[src/rtl/flash_cmd_pkg.sv]
package flash_cmd_pkg;
  typedef enum logic [3:0] {
    OP_NONE   = 4'd0,
    OP_PROG   = 4'd1,
    OP_SEC    = 4'd2,
    OP_BLK    = 4'd3,
    OP_CHIP   = 4'd4,
    OP_ID     = 4'd5,
    OP_QUERY  = 4'd6,
    OP_SECID  = 4'd7,
    OP_EXIT   = 4'd8,
    OP_SUSP   = 4'd9,
    OP_RESUME = 4'd10
  } op_e;

  typedef enum logic [1:0] {
    MODE_READ  = 2'd0,
    MODE_ID    = 2'd1,
    MODE_QUERY = 2'd2,
    MODE_SECID = 2'd3
  } mode_e;

  localparam int KEY_AW = 15;
  localparam logic [KEY_AW-1:0] KEY_ADDR_A = 15'h5555;
  localparam logic [KEY_AW-1:0] KEY_ADDR_B = 15'h2AAA;

  typedef struct packed {
    logic at_a;
    logic at_b;
    logic aa;
    logic k55;
    logic a0;
    logic e80;
    logic c10;
    logic c30;
    logic c50;
    logic c90;
    logic c98;
    logic c88;
    logic f0;
    logic b0;
  } hit_t;
endpackage

[src/rtl/flash_cmd_match.sv]
module flash_cmd_match
  import flash_cmd_pkg::*;
(
  input  logic [KEY_AW-1:0] key_addr_i,
  input  logic [7:0]        key_data_i,
  output hit_t              hit_o
);
  always_comb begin
    hit_o.at_a = (key_addr_i == KEY_ADDR_A);
    hit_o.at_b = (key_addr_i == KEY_ADDR_B);
    hit_o.aa   = (key_data_i == 8'hAA);
    hit_o.k55  = (key_data_i == 8'h55);
    hit_o.a0   = (key_data_i == 8'hA0);
    hit_o.e80  = (key_data_i == 8'h80);
    hit_o.c10  = (key_data_i == 8'h10);
    hit_o.c30  = (key_data_i == 8'h30);
    hit_o.c50  = (key_data_i == 8'h50);
    hit_o.c90  = (key_data_i == 8'h90);
    hit_o.c98  = (key_data_i == 8'h98);
    hit_o.c88  = (key_data_i == 8'h88);
    hit_o.f0   = (key_data_i == 8'hF0);
    hit_o.b0   = (key_data_i == 8'hB0);
  end
endmodule

[src/rtl/flash_boot_guard.sv]
module flash_boot_guard #(
  parameter int ADDR_W   = 21,
  parameter int BLK_LSB  = 15,
  parameter bit BOOT_TOP = 1'b0
) (
  input  logic [ADDR_W-1:BLK_LSB] blk_hi_i,
  input  logic                    wp_ni,
  output logic                    locked_o
);
  logic in_boot;

  generate
    if (BOOT_TOP) begin : g_top
      assign in_boot = &blk_hi_i;
    end else begin : g_bottom
      assign in_boot = ~|blk_hi_i;
    end
  endgenerate

  assign locked_o = in_boot & ~wp_ni;
endmodule

[src/rtl/flash_erase_susp.sv]
module flash_erase_susp
  import flash_cmd_pkg::*;
#(
  parameter int ADDR_W  = 21,
  parameter int SEC_LSB = 11,
  parameter int BLK_LSB = 15
) (
  input  logic                    clk_i,
  input  logic                    rst_ni,
  input  logic                    fire_i,
  input  op_e                     op_i,
  input  logic [ADDR_W-1:SEC_LSB] ev_hi_i,
  input  logic [ADDR_W-1:SEC_LSB] probe_hi_i,
  output logic                    erase_run_o,
  output logic                    suspended_o,
  output logic                    in_region_o
);
  logic [ADDR_W-1:SEC_LSB] region_q;
  logic                    region_blk_q;

  always_ff @(posedge clk_i or negedge rst_ni) begin
    if (!rst_ni) begin
      erase_run_o  <= 1'b0;
      suspended_o  <= 1'b0;
      region_q     <= '0;
      region_blk_q <= 1'b0;
    end else if (fire_i) begin
      unique case (op_i)
        OP_SEC, OP_BLK: begin
          erase_run_o  <= 1'b1;
          region_q     <= ev_hi_i;
          region_blk_q <= (op_i == OP_BLK);
        end
        OP_PROG:   if (!suspended_o) erase_run_o <= 1'b0;
        OP_CHIP:   erase_run_o <= 1'b0;
        OP_SUSP:   suspended_o <= 1'b1;
        OP_RESUME: suspended_o <= 1'b0;
        default:   ;
      endcase
    end
  end

  assign in_region_o = region_blk_q
    ? (probe_hi_i[ADDR_W-1:BLK_LSB] == region_q[ADDR_W-1:BLK_LSB])
    : (probe_hi_i == region_q);
endmodule

[src/rtl/flash_cmd_fsm.sv]
module flash_cmd_fsm
  import flash_cmd_pkg::*;
#(
  parameter int ADDR_W  = 21,
  parameter int SEC_LSB = 11,
  parameter int BLK_LSB = 15
) (
  input  logic              clk_i,
  input  logic              rst_ni,
  input  logic              wr_valid_i,
  input  logic [ADDR_W-1:0] addr_i,
  input  logic [15:0]       data_i,
  input  logic              busy_i,
  input  logic              wp_ni,
  input  hit_t              hit_i,
  input  logic              locked_i,
  input  logic              erase_run_i,
  input  logic              suspended_i,
  input  logic              in_region_i,
  output logic              fire_o,
  output op_e               op_o,
  output logic [ADDR_W-1:0] taddr_o,
  output logic [15:0]       tdata_o
);
  typedef enum logic [2:0] {S_IDLE, S_U1, S_U2, S_PROG, S_E3, S_E4, S_E5} state_e;

  state_e            state_q, state_d;
  logic [ADDR_W-1:0] sec_addr, blk_addr;

  assign sec_addr = {addr_i[ADDR_W-1:SEC_LSB], {SEC_LSB{1'b0}}};
  assign blk_addr = {addr_i[ADDR_W-1:BLK_LSB], {BLK_LSB{1'b0}}};

  always_comb begin
    state_d = state_q;
    fire_o  = 1'b0;
    op_o    = OP_NONE;
    taddr_o = '0;
    tdata_o = '0;
    if (wr_valid_i) begin
      if (busy_i) begin
        // only suspend is heard while an operation runs
        if (hit_i.b0 && erase_run_i && !suspended_i) begin
          fire_o = 1'b1;
          op_o   = OP_SUSP;
        end
      end else begin
        state_d = S_IDLE;
        case (state_q)
          S_IDLE: begin
            if (hit_i.at_a && hit_i.aa) state_d = S_U1;
            else if (hit_i.f0) begin
              fire_o = 1'b1;
              op_o   = OP_EXIT;
            end else if (hit_i.c30 && suspended_i) begin
              fire_o = 1'b1;
              op_o   = OP_RESUME;
            end
          end
          S_U1: if (hit_i.at_b && hit_i.k55) state_d = S_U2;
          S_U2: begin
            if (hit_i.at_a) begin
              if (hit_i.a0) state_d = S_PROG;
              else if (hit_i.e80 && !suspended_i) state_d = S_E3;
              else if (hit_i.c90) begin fire_o = 1'b1; op_o = OP_ID;    end
              else if (hit_i.c98) begin fire_o = 1'b1; op_o = OP_QUERY; end
              else if (hit_i.c88) begin fire_o = 1'b1; op_o = OP_SECID; end
              else if (hit_i.f0)  begin fire_o = 1'b1; op_o = OP_EXIT;  end
            end
          end
          S_PROG: begin
            if (!locked_i && !(suspended_i && in_region_i)) begin
              fire_o  = 1'b1;
              op_o    = OP_PROG;
              taddr_o = addr_i;
              tdata_o = data_i;
            end
          end
          S_E3: if (hit_i.at_a && hit_i.aa) state_d = S_E4;
          S_E4: if (hit_i.at_b && hit_i.k55) state_d = S_E5;
          S_E5: begin
            if (hit_i.at_a && hit_i.c10) begin
              if (wp_ni) begin
                fire_o = 1'b1;
                op_o   = OP_CHIP;
              end
            end else if (hit_i.c30) begin
              if (!locked_i) begin
                fire_o  = 1'b1;
                op_o    = OP_SEC;
                taddr_o = sec_addr;
              end
            end else if (hit_i.c50) begin
              if (!locked_i) begin
                fire_o  = 1'b1;
                op_o    = OP_BLK;
                taddr_o = blk_addr;
              end
            end
          end
          default: state_d = S_IDLE;
        endcase
      end
    end
  end

  always_ff @(posedge clk_i or negedge rst_ni) begin
    if (!rst_ni) state_q <= S_IDLE;
    else         state_q <= state_d;
  end
endmodule

[src/rtl/flash_cmd_seq.sv]
module flash_cmd_seq
  import flash_cmd_pkg::*;
#(
  parameter int ADDR_W   = 21,
  parameter int SEC_LSB  = 11,
  parameter int BLK_LSB  = 15,
  parameter bit BOOT_TOP = 1'b0
) (
  input  logic              clk_i,
  input  logic              rst_ni,
  input  logic              wr_valid_i,
  input  logic [ADDR_W-1:0] wr_addr_i,
  input  logic [15:0]       wr_data_i,
  input  logic              busy_i,
  input  logic              wp_ni,
  output logic              cmd_valid_o,
  output logic [3:0]        cmd_op_o,
  output logic [ADDR_W-1:0] cmd_addr_o,
  output logic [15:0]       cmd_data_o,
  output logic [1:0]        mode_o
);
  hit_t              hit;
  logic              locked, erase_run, suspended, in_region, fire;
  op_e               op;
  logic [ADDR_W-1:0] taddr;
  logic [15:0]       tdata;
  mode_e             mode_q;

  flash_cmd_match u_match (
    .key_addr_i (wr_addr_i[KEY_AW-1:0]),
    .key_data_i (wr_data_i[7:0]),
    .hit_o      (hit)
  );

  flash_boot_guard #(.ADDR_W(ADDR_W), .BLK_LSB(BLK_LSB), .BOOT_TOP(BOOT_TOP)) u_guard (
    .blk_hi_i (wr_addr_i[ADDR_W-1:BLK_LSB]),
    .wp_ni    (wp_ni),
    .locked_o (locked)
  );

  flash_erase_susp #(.ADDR_W(ADDR_W), .SEC_LSB(SEC_LSB), .BLK_LSB(BLK_LSB)) u_susp (
    .clk_i       (clk_i),
    .rst_ni      (rst_ni),
    .fire_i      (fire),
    .op_i        (op),
    .ev_hi_i     (taddr[ADDR_W-1:SEC_LSB]),
    .probe_hi_i  (wr_addr_i[ADDR_W-1:SEC_LSB]),
    .erase_run_o (erase_run),
    .suspended_o (suspended),
    .in_region_o (in_region)
  );

  flash_cmd_fsm #(.ADDR_W(ADDR_W), .SEC_LSB(SEC_LSB), .BLK_LSB(BLK_LSB)) u_fsm (
    .clk_i       (clk_i),
    .rst_ni      (rst_ni),
    .wr_valid_i  (wr_valid_i),
    .addr_i      (wr_addr_i),
    .data_i      (wr_data_i),
    .busy_i      (busy_i),
    .wp_ni       (wp_ni),
    .hit_i       (hit),
    .locked_i    (locked),
    .erase_run_i (erase_run),
    .suspended_i (suspended),
    .in_region_i (in_region),
    .fire_o      (fire),
    .op_o        (op),
    .taddr_o     (taddr),
    .tdata_o     (tdata)
  );

  always_ff @(posedge clk_i or negedge rst_ni) begin
    if (!rst_ni) begin
      cmd_valid_o <= 1'b0;
      cmd_op_o    <= 4'(OP_NONE);
      cmd_addr_o  <= '0;
      cmd_data_o  <= '0;
      mode_q      <= MODE_READ;
    end else begin
      cmd_valid_o <= fire;
      cmd_op_o    <= fire ? 4'(op) : 4'(OP_NONE);
      cmd_addr_o  <= fire ? taddr : '0;
      cmd_data_o  <= fire ? tdata : '0;
      if (fire) begin
        case (op)
          OP_ID:    mode_q <= MODE_ID;
          OP_QUERY: mode_q <= MODE_QUERY;
          OP_SECID: mode_q <= MODE_SECID;
          OP_EXIT:  mode_q <= MODE_READ;
          default:  ;
        endcase
      end
    end
  end

  assign mode_o = 2'(mode_q);
endmodule

[config.mk]
export PLATFORM = sky130hd
export DESIGN_NAME = flash_cmd_seq
export DESIGN_NICKNAME = d
export VERILOG_FILES = /design/src/rtl/flash_cmd_pkg.sv /design/src/rtl/flash_cmd_match.sv /design/src/rtl/flash_boot_guard.sv /design/src/rtl/flash_erase_susp.sv /design/src/rtl/flash_cmd_fsm.sv /design/src/rtl/flash_cmd_seq.sv
export SDC_FILE = /design/constraint.sdc
export NUM_CORES = 1
export LEC_CHECK = 0
export BUFFER_PORTS_ARGS = -buffer_cell sky130_fd_sc_hd__buf_2
export CORE_MARGIN = 8
export CORE_UTILIZATION = 51
export CTS_CLUSTER_SIZE = 40
export DETAILED_ROUTE_END_ITERATION = 8
export HOLD_SLACK_MARGIN = 0.05
export PLACE_DENSITY = 0.79
export SYNTH_ARGS = -nofsm -noshare
export SYNTH_HDL_FRONTEND = slang
export SYNTH_SLANG_ARGS = --single-unit
[constraint.sdc]
create_clock -name clk_i -period 3.5 [get_ports clk_i]
set_input_delay 0.7 -clock clk_i [delete_from_list [all_inputs] [get_ports clk_i]]
set_output_delay 0.7 -clock clk_i [all_outputs]
set_load 0.02 [all_outputs]
== Yosys cells after proc, flatten, opt, wreduce, memory -nomap -nowiden ==
Index checks and enable logic that the tools add are counted.

* Reduce and logical (&&, ||, !) cells: 24
* Multiplexer cells: 70
* Bitwise operators: 3
* Eq/ne operators: 33

{| class="wikitable"
|+ Operator list
! cell !! count
|-
| two-way mux 21 bit || 9
|-
| two-way mux 16 bit || 5
|-
| two-way mux 4 bit || 17
|-
| == test 8 bit, second input constant || 8
|-
| one-hot mux 21 bit (2 select lines) || 1
|-
| two-way mux 1 bit || 23
|-
| two-way mux 3 bit || 6
|-
| == test 4 x 3 -> 1 bit, second input constant || 4
|-
| == test 8 x 7 -> 1 bit, second input constant || 2
|-
| one-hot mux 4 bit (4 select lines) || 1
|-
| == test 15 x 14 -> 1 bit, second input constant || 1
|-
| == test 15 bit, second input constant || 1
|-
| one-hot mux 3 bit (5 select lines) || 1
|-
| == test 4 bit, second input constant || 3
|-
| == test 10 bit || 1
|-
| == test 3 bit, second input constant || 3
|-
| logical AND 1 bit || 9
|-
| == test 4 x 2 -> 1 bit, second input constant || 2
|-
| == test 8 x 5 -> 1 bit, second input constant || 1
|-
| == test 8 x 6 -> 1 bit, second input constant || 1
|-
| one-hot mux 2 bit (4 select lines) || 1
|-
| AND reduction 2 bit || 4
|-
| == test 3 x 2 -> 1 bit, second input constant || 2
|-
| == test 6 bit || 1
|-
| other kinds (17) || 23
|}

* Input port bits: 42
* Logic and storage cells: 140
* Output and inout port bits: 44
* Flip-flop bits (word level): 60

== Longest topological paths before layout ==
Gate-level depths: netlist of run 1.

* Depth in word-level cells: 15
* Mapped depth: 9
* Depth with buffers taken out: 7

== Hierarchy ==
A second synthesis of run 1 with hierarchy kept.

* Cell total of the unflattened synthesis: 287
* Area total of the unflattened synthesis: 3208.1 um^2

{| class="wikitable"
|+ Modules (own cells, without submodules)
! module !! times used !! sequential area each (um^2) !! cells an instance !! area each (um^2)
|-
| flash_cmd_seq || 1 || 1101.1 || 99 || 1461.4
|-
| flash_cmd_fsm || 1 || 75.1 || 105 || 780.7
|-
| flash_erase_susp || 1 || 325.3 || 49 || 693.2
|-
| flash_cmd_match || 1 || 0.0 || 32 || 252.7
|-
| flash_boot_guard || 1 || 0.0 || 2 || 20.0
|}

== Worst setup path after synthesis of run 1 ==
Ideal clock, no wire load.

* Path type: input to register
* From: in wr_data_i[3]
* To: reg u_susp.region_blk_q
* Arrival: 2.784 ns
* Library setup time: 0.125 ns
* Required time: 3.375 ns
* Cell stages on the path: 9
* Buffers on the path: 3
* Setup slack: 0.591 ns
* Cell sequence: buf_4 -> nor4_4 -> and3_1 -> buf_2 -> nand3_2 -> a311oi_4 -> or3b_4 -> buf_6 -> mux2_4

* Cells in the longest elaborated chain, start to end: 14
* Elaborated cells between the ends (all ways): 55
* Classes of those cells: 13 x eq/ne; 34 x mux; 8 x reduce/logical

{| class="wikitable"
|+ RTL lines
! element !! line !! text
|-
| from (decl) || flash_cmd_seq.sv:13 || <nowiki>input logic [15:0] wr_data_i,</nowiki>
|-
| == test 8 bit || flash_cmd_match.sv:21 || <nowiki>hit_o.f0 = (key_data_i == 8'hF0);</nowiki>
|-
| two-way mux 4 bit || flash_cmd_fsm.sv:67 || <nowiki>else if (hit_i.f0) begin fire_o = 1'b1; op_o = OP_EXIT; end</nowiki>
|-
| two-way mux 4 bit || flash_cmd_fsm.sv:66 || <nowiki>else if (hit_i.c88) begin fire_o = 1'b1; op_o = OP_SECID; end</nowiki>
|-
| two-way mux 4 bit || flash_cmd_fsm.sv:65 || <nowiki>else if (hit_i.c98) begin fire_o = 1'b1; op_o = OP_QUERY; end</nowiki>
|-
| two-way mux 4 bit || flash_cmd_fsm.sv:64 || <nowiki>else if (hit_i.c90) begin fire_o = 1'b1; op_o = OP_ID; end</nowiki>
|-
| two-way mux 4 bit || flash_cmd_fsm.sv:63 || <nowiki>else if (hit_i.e80 && !suspended_i) state_d = S_E3;</nowiki>
|-
| two-way mux 4 bit || flash_cmd_fsm.sv:62 || <nowiki>if (hit_i.a0) state_d = S_PROG;</nowiki>
|-
| two-way mux 4 bit || flash_cmd_fsm.sv:61 || <nowiki>if (hit_i.at_a) begin</nowiki>
|-
| one-hot mux 4 bit (4 select lines) || flash_cmd_fsm.sv:48 || <nowiki>case (state_q)</nowiki>
|-
| two-way mux 4 bit || flash_cmd_fsm.sv:40 || <nowiki>if (busy_i) begin</nowiki>
|-
| two-way mux 4 bit || flash_cmd_fsm.sv:39 || <nowiki>if (wr_valid_i) begin</nowiki>
|-
| == test 4 x 2 -> 1 bit, on equally long branches || flash_erase_susp.sv:28, flash_erase_susp.sv:32 ||
|-
| OR reduction 2 bit || flash_erase_susp.sv:28 || <nowiki>unique case (op_i)</nowiki>
|-
| AND reduction 2 bit (no line) || n/a ||
|-
| to (signal assigned) || flash_erase_susp.sv:32 || <nowiki>region_blk_q <= (op_i == OP_BLK);</nowiki>
|-
| to (decl) || flash_erase_susp.sv:19 || <nowiki>logic region_blk_q;</nowiki>
|}

Parallel ways exist; a longest one is shown, timed or not.
A chain may end at the register's enable or synchronous reset.

== Worst setup path after layout of run 1 ==
* From: reg u_fsm.state_q[2]
* To: reg u_susp.region_q[11] (netlist bit)

* Cells in the longest elaborated chain, start to end: 7
* Elaborated cells between the ends (all ways): 17
* Classes of those cells: 5 x eq/ne; 9 x mux; 3 x reduce/logical

{| class="wikitable"
|+ RTL lines
! element !! line !! text
|-
| from (decl) || flash_cmd_fsm.sv:27 || <nowiki>state_e state_q, state_d;</nowiki>
|-
| from (signal assigned) || flash_cmd_fsm.sv:108 || <nowiki>else state_q <= state_d;</nowiki>
|-
| == test 3 bit (tied with other cells) || flash_cmd_fsm.sv:48 ||
|-
| one-hot mux 4 bit (4 select lines) || flash_cmd_fsm.sv:48 ||
|-
| two-way mux 4 bit || flash_cmd_fsm.sv:40 ||
|-
| two-way mux 4 bit || flash_cmd_fsm.sv:39 ||
|-
| == test 4 x 2 -> 1 bit || flash_erase_susp.sv:28 ||
|-
| OR reduction 2 bit || flash_erase_susp.sv:28 ||
|-
| AND reduction 2 bit (no line) || n/a ||
|-
| to (signal assigned) || flash_erase_susp.sv:31 || <nowiki>region_q <= ev_hi_i;</nowiki>
|-
| to (decl) || flash_erase_susp.sv:18 || <nowiki>logic [ADDR_W-1:SEC_LSB] region_q;</nowiki>
|}

Parallel ways exist; a longest one is shown, timed or not.

==> results of run 1 <==
-- cells in the mapped netlist (2+ instances only) --
library cell | count | area (µm²)
dfrtp_1 | 60 | 1500
and2_1 | 37 | 231
nor2_1 | 14 | 52.6
nand2_1 | 11 | 41.3
mux2_4 | 10 | 150
xnor2_1 | 10 | 87.6
nor3_1 | 9 | 45.0
a21oi_1 | 7 | 35.0
nand3_1 | 7 | 35.0
nand4_1 | 4 | 25.0
a31oi_1 | 3 | 18.8
buf_2 | 3 | 15.0
clkbuf_1 | 3 | 11.3
nor4_1 | 3 | 18.8
nor4b_1 | 3 | 26.3
xor2_1 | 3 | 26.3
a21boi_0 | 2 | 15.0
a41oi_1 | 2 | 17.5
nand2b_1 | 2 | 12.5
nand4bb_1 | 2 | 22.5
nor2b_1 | 2 | 12.5
nor3b_1 | 2 | 15.0
nor4_4 | 2 | 42.5
o21ai_0 | 2 | 10.0
or3b_4 | 2 | 22.5
-- placed cells by master, fill, tap and decap left out, types with 5 or more instances in the layout --
master	count
buf_4	5
buf_2	85
a21oi_1	7
nand2_1	11
nor3_1	9
nor2_1	14
nand3_1	7
dfrtp_1	60
xnor2_1	10
mux2_4	10
and2_1	37
clkbuf_8	11
-- critical path, cell delays in order (launching register included) --
cell,delay [ns]
dfrtp_1,0.48
nor2_2,0.27
nor4b_2,0.39
nand4_2,0.17
a311oi_4,0.43
or3b_4,0.55
mux2_1,0.34
-- flip-flops by register name, indices dropped and copies added (netlist names) --
signal / flops
cmd_addr_o: 21
cmd_data_o: 16
cmd_op_o: 4
cmd_valid_o: 1
mode_o: 2
u_fsm.state_q: 3
u_susp.erase_run_o: 1
u_susp.region_blk_q: 1
u_susp.region_q: 10
u_susp.suspended_o: 1
-- worst min-delay path by stage --
stage,from,to,slack (ns),cells past startpoint
6_report,rst_ni,cmd_addr_o[6],0.29,1
5_1_grt,rst_ni,cmd_data_o[3],0.32,1
4_1_cts,rst_ni,cmd_addr_o[6],0.29,1
3_5_place_dp,mode_o[0],mode_o[0],0.50,2
3_3_place_gp,mode_o[0],mode_o[0],0.50,2
2_1_floorplan,rst_ni,cmd_addr_o[0],0.40,0
-- layout make-up --
class / instances / area (µm²) / area share (%)
clock buffers: 13 / 159 / 4.50
clock inverters: 3 / 68.8 / 1.95
inverters: 1 / 3.75 / 0.106
multi-input cells: 165 / 1250 / 35.3
flip-flops and latches: 60 / 1500 / 42.5
well taps: 72 / 90.1 / 2.55
repair buffers: 90 / 463 / 13.1
-- per-layer routing --
layer | vias to the layer above | GRT usage, % | share of wire [%]
li1 | 1017 | - | -
met1 | 1022 | 20.8 | 42
met2 | 78 | 28.5 | 50
met3 | 18 | 5.15 | 6.0
met4 | 0 | 9.29 | 2.6
met5 | - | 0 | 0
-- kinds of logic after synthesis --
family                   count (synthesis)  share of synthesized area [%]
multiplexers                            12                           6.13
adder cells (fa/ha/maj)                  1                          0.358
AND/OR/NAND/NOR                        114                           27.2
flip-flops                              60                           53.7
XOR/XNOR                                13                           4.07
buffers and inverters                    9                           1.74
AO/OA/AOI/OAI                           25                           6.85
-- power by group through the flow --
stage,Combinational (mW),Clock (mW),Sequential (mW)
floorplan,0.0555,0,0.732
global placement,0.132,0,0.725
detailed placement,0.133,0,0.725
CTS,0.134,0.714,0.712
global route,0.147,0.739,0.713
finish,0.133,0.702,0.712
==> flow_summary_export.csv, run 1 <==
group,metric,value,unit
final_layout,stdcell_count,404,
setup_path,crit_type,"flip-flop to flip-flop",
setup_path,crit_path_end,"u_susp.region_q[11]",
die,die_w,90.1,µm
sta,finClkSkew,0.00743,ns
clocking,cts_buffer_depth,2,
die,die_h,90.1,µm
synth,synth-seq-cells,60,
setup_path,reg2reg_slack,0.75,ns
clocking,cts_tree,"yes",
die,die-area,0.00811,mm²
clocking,ctsResizeCount,0,
power_and_ir_drop,power.total,1.55,mW
power_and_ir_drop,p_switching,0.352,mW
synth,synth_seq_area_share,53.7,%
die,num_rows,27,
power_and_ir_drop,seqPwrFrac,46.0,%
setup_path,start_kind,"flip-flop",
setup_path,crit_fanout,12,
synth,ys_warn_count,0,
clocking,clockRootBuffer,"clkbuf_8",
power_and_ir_drop,power_density,438,mW/mm²
sta,setup_slack,0.745,ns
final_layout,stdcell_area,0.00353,mm²
outcome,outcome,"finished, final reports clean",
die,core,0.00541,mm²
sta,setup_violations,0,
placed_design,io_buffers,85,
final_layout,nFillCells,424,
sta,fmax,0.363,GHz
clocking,clk_transition_reported_paths,0.06,ns
sta,whs,0.291,ns
drt,vias_per_cell,5.28,
synth,syn-num-nets,276,
clocking,hold_buffers,0,
global_route,grt_usage,17.6,%
sta,finalHoldViolations,0,
power_and_ir_drop,pwr-share-comb,8.6,%
sta,worstMarginPinSlew,0.579,ns
power_and_ir_drop,swShare,22.8,%
final_layout,final_nets,369,
setup_path,r2r_end,"u_susp.region_q[11]",
die,start_util,51.7,%
final_layout,drive_above_1_share,38.9,%
synth,synth_edf_count,0,
placed_design,detailed_place_hpwl,5.25,mm
synth,synth_ff_type,"dfrtp_1",
sta,rsz0062_at_grt,"false",
drt,wl_per_cell,16.8,µm
drt,dr_total_vias,2135,
setup_path,reg2reg_depth,6,
placed_design,gp_congestion,0.905,
power_and_ir_drop,p_leak,1.84,nW
sta,finalCriticalPeriod,2.75,ns
drt,ant_nets,0,
power_and_ir_drop,intPower,1.20,mW
placed_design,dpl_worst_slack,0.429,ns
clocking,cts_sinks,60,
synth,synthCells,234,
synth,avgSynthCellArea,12.0,µm²
power_and_ir_drop,irDropWorstVdd,259,µV
setup_path,worst_ep_arrival_time,2.97,ns
global_route,overflow,0,
drt,first_pass_iters,4,
global_route,first_global_vias,2276,
run,max-cap-violations,0,
global_route,grt_max_degree,43,
global_route,antenna_found_initial,0,
sta,totalNegativeSetupSlack,0,ns
min_path,worstHoldPathType,"primary input to async pin",
synth,synth_cell_types,54,
setup_path,cp-end-kind,"flip-flop",
drt,totalWireLength,6.79,mm
setup_path,timing.rr.start,"u_fsm.state_q[2]",
placed_design,dp_cells,388,
drt,drc,0,
global_route,grt_pass1_wl,11.4,mm
clocking,htree_levels,3,
sta,max_slew_margin,60.9,%
synth,synthArstFlopShare,100,%
clocking,post_cts_buffers,0,
setup_path,startpoint,"u_fsm.state_q[2]",
sta,final-max-slew-violation-count,0,
final_layout,final_util,65.3,%
final_layout,syn2layout_area_growth,26.3,%
clocking,clk_latency,0.34,ns
setup_path,cp.required,3.72,ns
sta,period_share,78.7,%
die,pin_count,86,
clocking,numCtsBuffers,9,
power_and_ir_drop,p_clk_share,45.4,%
drt,drtIter0Drc,92,
final_layout,diodes,0,
placed_design,postPlaceCellArea,0.00330,mm²
synth,syn-cell-area,0.00280,mm²
(Power assumes the default switching activity.)
==> inputs of run 2 (changes only) <==
==> constraint.sdc (replaced) <==
create_clock -name clk_i -period 2.9 [get_ports clk_i]
set_input_delay 0.58 -clock clk_i [delete_from_list [all_inputs] [get_ports clk_i]]
set_output_delay 0.58 -clock clk_i [all_outputs]
set_load 0.02 [all_outputs]
==> flow_summary_export.csv, run 2 (same netlist as run 1, synthesis figures left out) <==
group,metric,value,unit
clocking,clockRootBuffer,"clkbuf_8",
placed_design,detailed_place_hpwl,5.39,mm
placed_design,dp_cells,394,
clocking,post_cts_buffers,0,
sta,worstMarginPinSlew,0.532,ns
drt,drc,0,
final_layout,largest_reg_flops,21,
sta,final-max-slew-violation-count,0,
drt,ant_nets,0,
power_and_ir_drop,intPower,1.42,mW
drt,drtIter0Drc,147,
power_and_ir_drop,p_switching,0.430,mW
power_and_ir_drop,swShare,23.3,%
power_and_ir_drop,p_clk_share,44.4,%
setup_path,crit_chain,"and3b_1 > a21boi_1 > nand2_1 > a311oi_4 > or3b_4 > mux2_4",
final_layout,regMostFlops,"cmd_addr_o",
setup_path,slowest_stage,"or3b_4",
setup_path,crit_buf_inv,0,
global_route,antenna_found_initial,0,
die,die-area,0.00811,mm²
power_and_ir_drop,p_leak,1.86,nW
clocking,ctsResizeCount,0,
final_layout,final_common_cell,"buf_2",
setup_path,cp.required,3.11,ns
final_layout,stdcell_area,0.00356,mm²
placed_design,postPlaceCellArea,0.00335,mm²
sta,totalNegativeSetupSlack,0,ns
setup_path,worst_ep_arrival_time,2.80,ns
outcome,outcome,"finished, final reports clean",
drt,vias_per_cell,5.35,
setup_path,crit_type,"flip-flop to flip-flop",
clocking,htree_levels,3,
drt,wl_per_cell,17.4,µm
die,core,0.00541,mm²
final_layout,syn2layout_area_growth,27.5,%
die,die_w,90.1,µm
setup_path,max_stage_delay,0.54,ns
global_route,grt_usage,17.8,%
clocking,cts_sinks,60,
global_route,first_global_vias,2320,
clocking,clk_transition_reported_paths,0.07,ns
setup_path,cp-end-kind,"flip-flop",
setup_path,crit_fanout,12,
sta,whs,0.237,ns
sta,finalHoldViolations,0,
min_path,worstHoldPathType,"primary input to async pin",
drt,first_pass_iters,4,
setup_path,start_kind,"flip-flop",
global_route,overflow,0,
die,num_rows,27,
drt,totalWireLength,7.10,mm
power_and_ir_drop,irDropWorstVdd,318,µV
clocking,cts_tree,"yes",
placed_design,io_buffers,85,
final_layout,nFillCells,423,
final_layout,reg.largest.list,"cmd_addr_o (21), cmd_data_o (16), u_susp.region_q (10)",
global_route,grt_max_degree,37,
final_layout,diodes,0,
placed_design,gp_congestion,0.935,
clocking,hold_buffers,0,
setup_path,cpLargestDelayFamily,"simple AND/OR/NAND/NOR gates",
die,pin_count,86,
sta,fmax,0.386,GHz
final_layout,layout_common_cells,"85 x buf_2, 60 x dfrtp_1, 37 x and2_1",
sta,max_slew_margin,64.0,%
clocking,numCtsBuffers,9,
power_and_ir_drop,power_density,518,mW/mm²
clocking,clk_latency,0.33,ns
sta,rsz0062_at_grt,"false",
final_layout,drive_above_1_share,40.1,%
die,die_h,90.1,µm
global_route,grt_pass1_wl,11.5,mm
sta,finalCriticalPeriod,2.59,ns
final_layout,final_util,65.9,%
power_and_ir_drop,pwr-share-comb,9.0,%
die,start_util,51.7,%
final_layout,final_nets,375,
sta,setup_violations,0,
final_layout,stdcell_count,409,
sta,finClkSkew,0.00956,ns
run,max-cap-violations,0,
drt,dr_total_vias,2187,
clocking,cts_buffer_depth,2,
sta,period_share,89.3,%
power_and_ir_drop,seqPwrFrac,46.6,%
==> run 2: worst register-to-register path: cells and delay by family (launching register included) <==
kind            cells  cell delay (ns)
simple gates        3             1.05
compound gates      2             0.58
flops               1             0.50
mux                 1             0.34
==> run 2: area by class of cell <==
type | instances | area, µm² | share of cell area (%)
Inverter | 1 | 3.75 | 0.105
Timing Repair Buffer | 96 | 508 | 14.3
Sequential cell | 60 | 1500 | 42.1
Clock buffer | 11 | 141 | 3.97
Clock inverter | 4 | 73.8 | 2.07
Multi-Input combinational cell | 165 | 1250 | 35.0
Tap cell | 72 | 90.1 | 2.53
==> run 2: metrics by stage <==
stage	worst slack (ns)	power [mW]
2_1_floorplan	0.111	0.950
3_3_place_gp	0.168	1.04
3_5_place_dp	0.140	1.04
4_1_cts	0.367	1.86
5_1_grt	0.208	1.91
6_report	0.311	1.85
==> run 2: power by group through the flow <==
| stage | clock network (mW) | registers (mW) | logic, mW |
|---|---|---|---|
| 5_1_grt | 0.868 | 0.861 | 0.181 |
| 4_1_cts | 0.831 | 0.860 | 0.167 |
| 3_5_place_dp | 0 | 0.875 | 0.166 |
| 3_3_place_gp | 0 | 0.875 | 0.164 |
| 2_1_floorplan | 0 | 0.883 | 0.0670 |
| 6_report | 0.819 | 0.861 | 0.167 |
==> run 2: routing by layer <==
layer / track usage, % / vias up / wire length (µm)
met2: 29.4 / 89 / 3630
met4: 10.1 / 0 / 148
li1: - / 1032 / -
met5: 0 / - / 0
met1: 21.0 / 1051 / 2930
met3: 3.49 / 15 / 389
==> run 2: worst paths after layout <==
kind,slack (ns),cells after the start,endpoint,start
max in group asynchronous,2.30,2,cmd_addr_o[16],rst_ni
setup reg to reg,0.31,6,u_susp.region_q[16],u_fsm.state_q[0]
setup / recovery,0.31,6,u_susp.region_q[16],u_fsm.state_q[0]
hold / removal,0.24,2,cmd_addr_o[7],rst_ni
min in group clk_i,0.45,2,cmd_data_o[13],wr_data_i[13]
hold reg to reg,0.51,2,mode_o[0],mode_o[0]
